<file path="src/rtl/banked_regfile.sv">
module banked_regfile #(
  parameter int NPHYS = 26
) (
  input  logic        clk,
  input  logic        rst_n,
  input  logic [3:0]  rd_a_sel,
  output logic [31:0] rd_a_data,
  input  logic [3:0]  rd_b_sel,
  output logic [31:0] rd_b_data,
  input  logic        wr_en,
  input  logic [3:0]  wr_sel,
  input  logic [31:0] wr_data,
  input  logic        wr_psr,
  input  logic        pc_inc,
  input  logic        flag_we,
  input  logic [3:0]  flag_nzcv,
  output logic [31:0] r15_out,
  output logic [1:0]  mode_out
);
  localparam logic [1:0] M_USR = 2'b00;
  localparam logic [1:0] M_FIQ = 2'b01;
  localparam logic [1:0] M_IRQ = 2'b10;
  localparam logic [1:0] M_SVC = 2'b11;
  localparam int IW = $clog2(NPHYS);

  logic [31:0] bank [NPHYS];
  logic [3:0]  nzcv;
  logic        irq_dis, fiq_dis;
  logic [23:0] pc_q;
  logic [1:0]  mode_q;
  logic        wr15;

  function automatic logic [IW-1:0] phys(input logic [1:0] m, input logic [3:0] s);
    logic [IW-1:0] sx;
    sx = IW'(s);
    if (s >= 4'd8 && m == M_FIQ)       return sx + IW'(7);
    else if (s >= 4'd13 && m == M_IRQ) return sx + IW'(9);
    else if (s >= 4'd13 && m == M_SVC) return sx + IW'(11);
    else                               return sx;
  endfunction

  assign wr15     = wr_en && (wr_sel == 4'hF);
  assign r15_out  = {nzcv, irq_dis, fiq_dis, pc_q, mode_q};
  assign mode_out = mode_q;

  assign rd_a_data = (rd_a_sel == 4'hF) ? {nzcv, irq_dis, fiq_dis, pc_q + 24'd2, mode_q}
                                        : bank[phys(mode_q, rd_a_sel)];
  assign rd_b_data = (rd_b_sel == 4'hF) ? {nzcv, irq_dis, fiq_dis, pc_q + 24'd2, mode_q}
                                        : bank[phys(mode_q, rd_b_sel)];

  always_ff @(posedge clk or negedge rst_n) begin
    if (!rst_n) begin
      for (int i = 0; i < NPHYS; i++) bank[i] <= '0;
    end else if (wr_en && wr_sel != 4'hF) begin
      bank[phys(mode_q, wr_sel)] <= wr_data;
    end
  end

  always_ff @(posedge clk or negedge rst_n) begin
    if (!rst_n) begin
      nzcv    <= '0;
      irq_dis <= 1'b1;
      fiq_dis <= 1'b1;
      pc_q    <= '0;
      mode_q  <= M_SVC;
    end else if (wr15) begin
      pc_q <= wr_data[25:2];
      if (wr_psr) begin
        nzcv <= wr_data[31:28];
        if (mode_q != M_USR) begin
          irq_dis <= wr_data[27];
          fiq_dis <= wr_data[26];
          mode_q  <= wr_data[1:0];
        end
      end else if (flag_we) begin
        nzcv <= flag_nzcv;
      end
    end else begin
      if (pc_inc)  pc_q <= pc_q + 24'd1;
      if (flag_we) nzcv <= flag_nzcv;
    end
  end

  AST_USER_LOCK: assert property (@(posedge clk) disable iff (!rst_n)
    (mode_q == M_USR) |=> (mode_q == M_USR && irq_dis == $past(irq_dis) && fiq_dis == $past(fiq_dis)));
  AST_PC_STEP: assert property (@(posedge clk) disable iff (!rst_n)
    (pc_inc && !wr15) |=> (pc_q == $past(pc_q) + 24'd1));
  AST_PC_HOLD: assert property (@(posedge clk) disable iff (!rst_n)
    (!pc_inc && !wr15) |=> $stable(pc_q));
  AST_R15_PC_LOAD: assert property (@(posedge clk) disable iff (!rst_n)
    wr15 |=> (pc_q == $past(wr_data[25:2])));
  AST_FLAG_LOAD: assert property (@(posedge clk) disable iff (!rst_n)
    (flag_we && !(wr15 && wr_psr)) |=> (nzcv == $past(flag_nzcv)));
  AST_NOPSR_KEEP: assert property (@(posedge clk) disable iff (!rst_n)
    (wr15 && !wr_psr && !flag_we) |=> ($stable(mode_q) && $stable(nzcv) && $stable(irq_dis) && $stable(fiq_dis)));
endmodule

</file>
<file path="config.mk">
export PLATFORM = sky130hd
export DESIGN_NAME = banked_regfile
export DESIGN_NICKNAME = d
export VERILOG_FILES = /design/src/rtl/banked_regfile.sv
export SDC_FILE = /design/constraint.sdc
export NUM_CORES = 2
export LEC_CHECK = 0
export ABC_CLOCK_PERIOD_IN_PS = 4870
export BUFFER_PORTS_ARGS = -buffer_cell sky130_fd_sc_hd__buf_2
export CORE_UTILIZATION = 45
export CTS_BUF_LIST = sky130_fd_sc_hd__clkbuf_16
export CTS_CLUSTER_DIAMETER = 30
export DETAILED_ROUTE_END_ITERATION = 10
export MAX_ROUTING_LAYER = met4
export PLACE_DENSITY = 0.64
export SETUP_SLACK_MARGIN = 0.05
export SYNTH_ARGS = -nofsm -noshare
export SYNTH_HDL_FRONTEND = slang
export SYNTH_SLANG_ARGS = --single-unit
export TNS_END_PERCENT = 50
</file>
<file path="constraint.sdc">
create_clock -name clk -period 4.87 [get_ports clk]
set_clock_uncertainty 0.15 [all_clocks]
set_input_delay 0 -clock clk [delete_from_list [all_inputs] [get_ports clk]]
set_output_delay 0 -clock clk [all_outputs]
set_load 0.1 [all_outputs]
</file>
; Word-level counts from Yosys, hierarchy flattened
; Index checks and enable logic that the tools add are counted.
[totals]
register_bits = 864
latch_bits = 0
ramBits = 0
mem_bits_ro = 0
out_inout_bits = 98
word_cells = 103
n_memories = 0
[op_classes]
addsub = 11
mul = 0
div = 0
order_cmp = 10
eq_ne = 7
shift = 0
mux = 26
bitwise_logic = 3
n_reduce_logical = 15
[ops]
columns = cell, n
row1 = $bwmux 832, 1
row2 = $bmux 32 s5, 2
row3 = $mux 32, 7
row4 = $demux 32 s5, 1
row5 = $mux 5, 10
row6 = $mux 24, 2
row7 = $add 4x4->5 const B, 6
row8 = $add 24x1->24 const B, 1
row9 = $add 24x2->24 const B, 1
row10 = $ge 4x4->1 const B, 6
row11 = $ge 6x6->1 const B, 3
row12 = $not 5->6, 3
row13 = $add 4x3->5 const B, 3
row14 = $eq 4x4->1 const B, 3
row15 = $logic_and 1x1->1, 12
row16 = $mux 4, 3
row17 = $lt 6x1->1 const B, 1
row18 = $eq 2x2->1 const B, 2
row19 = $ne 4x4->1 const B, 1
row20 = $reduce_bool 2->1, 2
row21 = $reduce_and 3->1, 1
row22 = $eq 2x1->1 const B, 1

; Logic depth before layout (Yosys ltp)
[logic_depth]
ltp_word = 12
mapped_depth = 14

; Worst setup path after synthesis
; Ideal clock, no wire load.
[synth_timing]
path_type = reg2out
start = reg mode_q[0] (netlist: mode_out[0])
end = out rd_a_data[1]
arrival_ns = 7.252
setup_slack_ns = -2.532
path_stages_with_launch = 12
cell_sequence = dfstp_2 buf_4 buf_2 o21ai_0 a311o_1 a21o_1 buf_4 buf_2 mux2i_1 a32oi_1 a31oi_1 a2111oi_0
[synth_via]
elab_chain_len = 10
[synth_rtl]
columns = element, line_no
row1 = start: declaration, 30  ; logic [1:0] mode_q;
row2 = start signal: assignment, 73  ; mode_q <= wr_data[1:0];
row3 = $eq 2x2->1, 38  ; else if (s >= 4'd13 && m == M_SVC) return sx + IW'(11);
row4 = $logic_and 1x1->1, 38
row5 = $mux 5, 38
row6 = $mux 5, 37  ; else if (s >= 4'd13 && m == M_IRQ) return sx + IW'(9);
row7 = $mux 5 *, 36  ; if (s >= 4'd8 && m == M_FIQ) return sx + IW'(7);
row8 = $not 5->6 (not written as such) *, 47  ; : bank[phys(mode_q, rd_a_sel)];
row9 = $bmux 32 s5 *, 47
row10 = $mux 32 (not written as such) * (2 in a row), 47
row11 = $mux 32 *, 46  ; assign rd_a_data = (rd_a_sel == 4'hF) ? {nzcv, irq_dis, fiq_dis, pc_q + 24'd2, mode_q}
row12 = end: declaration, 7  ; output logic [31:0] rd_a_data,
; Every way passes the cells marked *; elsewhere a longest branch is shown, timed or not. The select of a mux whose other input is x is not followed.

; Worst setup path after layout
[layout_timing]
start = reg mode_q[1] (netlist: mode_out[1])
end = out rd_a_data[3]
; The elaborated chain is that of the path after synthesis.

==> results.yml <==
run_status:
  status: "finished, final reports clean"
job:
  maxCapViolations: 0
sta:
  finalHoldViolations: 0
  post-route-min-period_ns: 4.80
  tns_ns: 0
  post-route-period-util_pct: 98.6
  relSlewSlack_pct: 16.0
  max_slew.worst_pin.slew_ns: 1.25
  holdWs_ns: 0.0564
  slew_violations: 0
  fmax_mhz: 208
  setup_viol: 0
  grt_setup_unrepaired: "true"
detailed_routing:
  post-route-drc-count: 0
  post_drt_wl_per_cell_um: 30.4
  viasPerCell: 6.59
  ant_nets: 0
  drt_iter0_drc: 5599
  vias: 42100
  dr.pass1.iters: 9
  totalWireLength_mm: 194
logic_synthesis:
  async_flop_share_pct: 100
  synth_edf_count: 0
  seq_area_frac_synth_pct: 44.1
  ys_top_cells_by_area: "dfrtp_1 (44%), mux2_2 (16%), nand2_1 (7.1%)"
  syn_avg_cell_area_sq_um: 10.7
  synth_seq_cells: 864
  yosys_most_used_dff: "dfrtp_1"
  synthCells: 4585
  synthDistinctLibCells: 92
  synth_warnings: 0
  synth_fp_nets: 4650
  synth_largest_area_cell: "dfrtp_1"
  yosysTopAreaCellShare_pct: 43.9
  synth_area_sq_um: 49100
floorplan:
  die_x_um: 332
  initial_core_util_pct: 45.6
  fp.dieArea_sq_um: 110000
  core_sq_um: 108000
  fp-row-count: 120
  fp.dieH_um: 332
  io_pins: 152
clocking:
  cts_tree: "built"
  cts_root_buf: "clkbuf_16"
  h-tree-depth: 4
  clk_latency_ns: 0.78
  clkTransAtPathRegs_ns: 0.04
  cts_buffer_depth: 3
  cts_buffers: 191
  clkSinkCount: 864
hold_path:
  holdPathEnd: "bank[60]"
  min_from: "wr_sel[0]"
  hold_class: "in -> reg"
  min_path_cells: 6
layout:
  area_growth_pct: 22.7
  layout_commonest_cell: "nand2_1"
  fin_nets: 4877
  drive_above_1_share_pct: 32.1
  layout_common_cells: "nand2_1 (906), dfrtp_1 (860), mux2_2 (687)"
global_route:
  grt_first_pass_wirelength_mm: 285
  grt_usage_pct: 36.0
  grt_max_degree: 139
  antenna_found_initial: 15
  grt_pass1_vias: 41200
  grt_overflow: 0
setup_path:
  r2r-start: "mode_out[0]"
  worstRegToRegCells: 9
  worstPathArrival_ns: 4.65
  crit_fanout: 23
  start_kind: "flop"
  critPathRequiredTime_ns: 4.72
  r2r_end: "bank[294]"
  rrSetupSlack_ns: 0.85
  worstSetupPathType: "reg -> out"
  crit_path_end_kind: "primary output"
pwr:
  p_leak_nw: 26.9
  ir_drop_uv: 356
  p_per_area_nw_per_um2: 476
placed_design:
  dp_hpwl_mm: 116
  io_buffers: 151
  gp_congestion: 0.957
-- state kept, by name, indices dropped and copies added, names as in the netlist --
signal / cells
bank: 832
pc_q: 24
nzcv: 4
mode_out: 2
fiq_dis: 1
irq_dis: 1
-- metrics by stage --
step | area (sq um) | instances | power (mW) | utilization, % | worst slack, ns
after global routing | 60200 | 6392 | 29.5 | 56.0 | 0.0457
after floorplan | 49100 | 4585 | 13.3 | - | -1.16
after CTS | 60000 | 6371 | 28.5 | 55.8 | -0.0268
after detailed placement | 52300 | 5909 | 15.3 | 48.7 | 0.594
final | 60200 | 6393 | 28.6 | 56.0 | 0.0700
after global placement | 52300 | 5909 | 15.2 | 48.7 | 0.576
-- per-layer routing --
layer	up-vias	wire length [um]	global-route usage, %
li1	17100	-	-
met1	21200	73400	45.8
met2	3037	82900	50.3
met3	787	24700	10.7
met4	0	13400	21.6
met5	-	0	-
-- cells in the mapped netlist, drive strengths merged (22+ instances only) --
cell type,number
mux2i,138
a32oi,35
clkbuf,141
nor3,41
mux4,148
nor2,113
buf,274
a211oi,22
xor2,22
nand3,403
nand2,927
xnor2,22
mux2,842
a21oi,145
nand4,25
dfrtp,860
a31oi,44
a221oi,25
and3,52
o21ai,70
-- power by group --
| part | switching [mW] | total [mW] | internal (mW) |
|---|---|---|---|
| sequential | 1.01 | 9.32 | 8.30 |
| clock | 4.45 | 13.1 | 8.62 |
| combinational | 3.82 | 6.25 | 2.43 |
-- how the worst max path moves through the flow --
stage	start	end	slack, ns	cells past startpoint
6_report	mode_out[1]	rd_a_data[3]	0.07	9
5_1_grt	mode_out[1]	rd_a_data[21]	0.05	13
4_1_cts	mode_out[0]	rd_a_data[21]	-0.03	10
3_5_place_dp	mode_out[0]	rd_a_data[21]	0.59	10
2_1_floorplan	mode_out[0]	rd_a_data[1]	-1.16	11
3_3_place_gp	mode_out[1]	rd_a_data[1]	0.58	11
-- repair_timing --
| action | 4_1_cts | 5_1_grt |
|---|---|---|
| endpoints found under the setup margin | 44 | 47 |
| pin swaps | 4 | 4 |
| buffers inserted | 13 | 9 |
| hold buffers | 87 | 0 |
| cloned | 3 | 1 |
| resized for setup | 20 | 11 |
| endpoints found under the hold margin | 1724 | 0 |
-- layout make-up --
class	instances	area [sq um]
fill	8915	47300
multi-input combinational	3294	25700
sequential	864	21600
clock buffer	194	4850
timing repair buffer	446	4420
tap	1403	1760
clock inverter	165	1710
inverter	15	56.3
antenna	12	30.0
-- worst max-delay path, stage by stage (launching register included) --
cell	delay, ns
dfstp_4	0.56
or4_1	0.54
a31oi_1	0.39
o21a_4	0.33
nand4_1	0.37
buf_4	0.46
o21ai_0	0.29
a21oi_1	0.13
a2111oi_4	0.52
buf_12	0.24
-- cells by family (layout without fill, tap and decap cells) --
kind of cell    count (synthesis)  count (layout)  synth area share [%]
compound gates                496             498                  7.10
simple gates                 1612            1613                  14.3
fa+ha+maj                      11              11                 0.281
mux                          1128            1128                  29.0
xor+xnor                       44              44                 0.786
other cells                     0              12                     0
flops                         864             864                  44.1
buf+inv                       430             820                  4.43
Power figures use the tool's default switching activity.
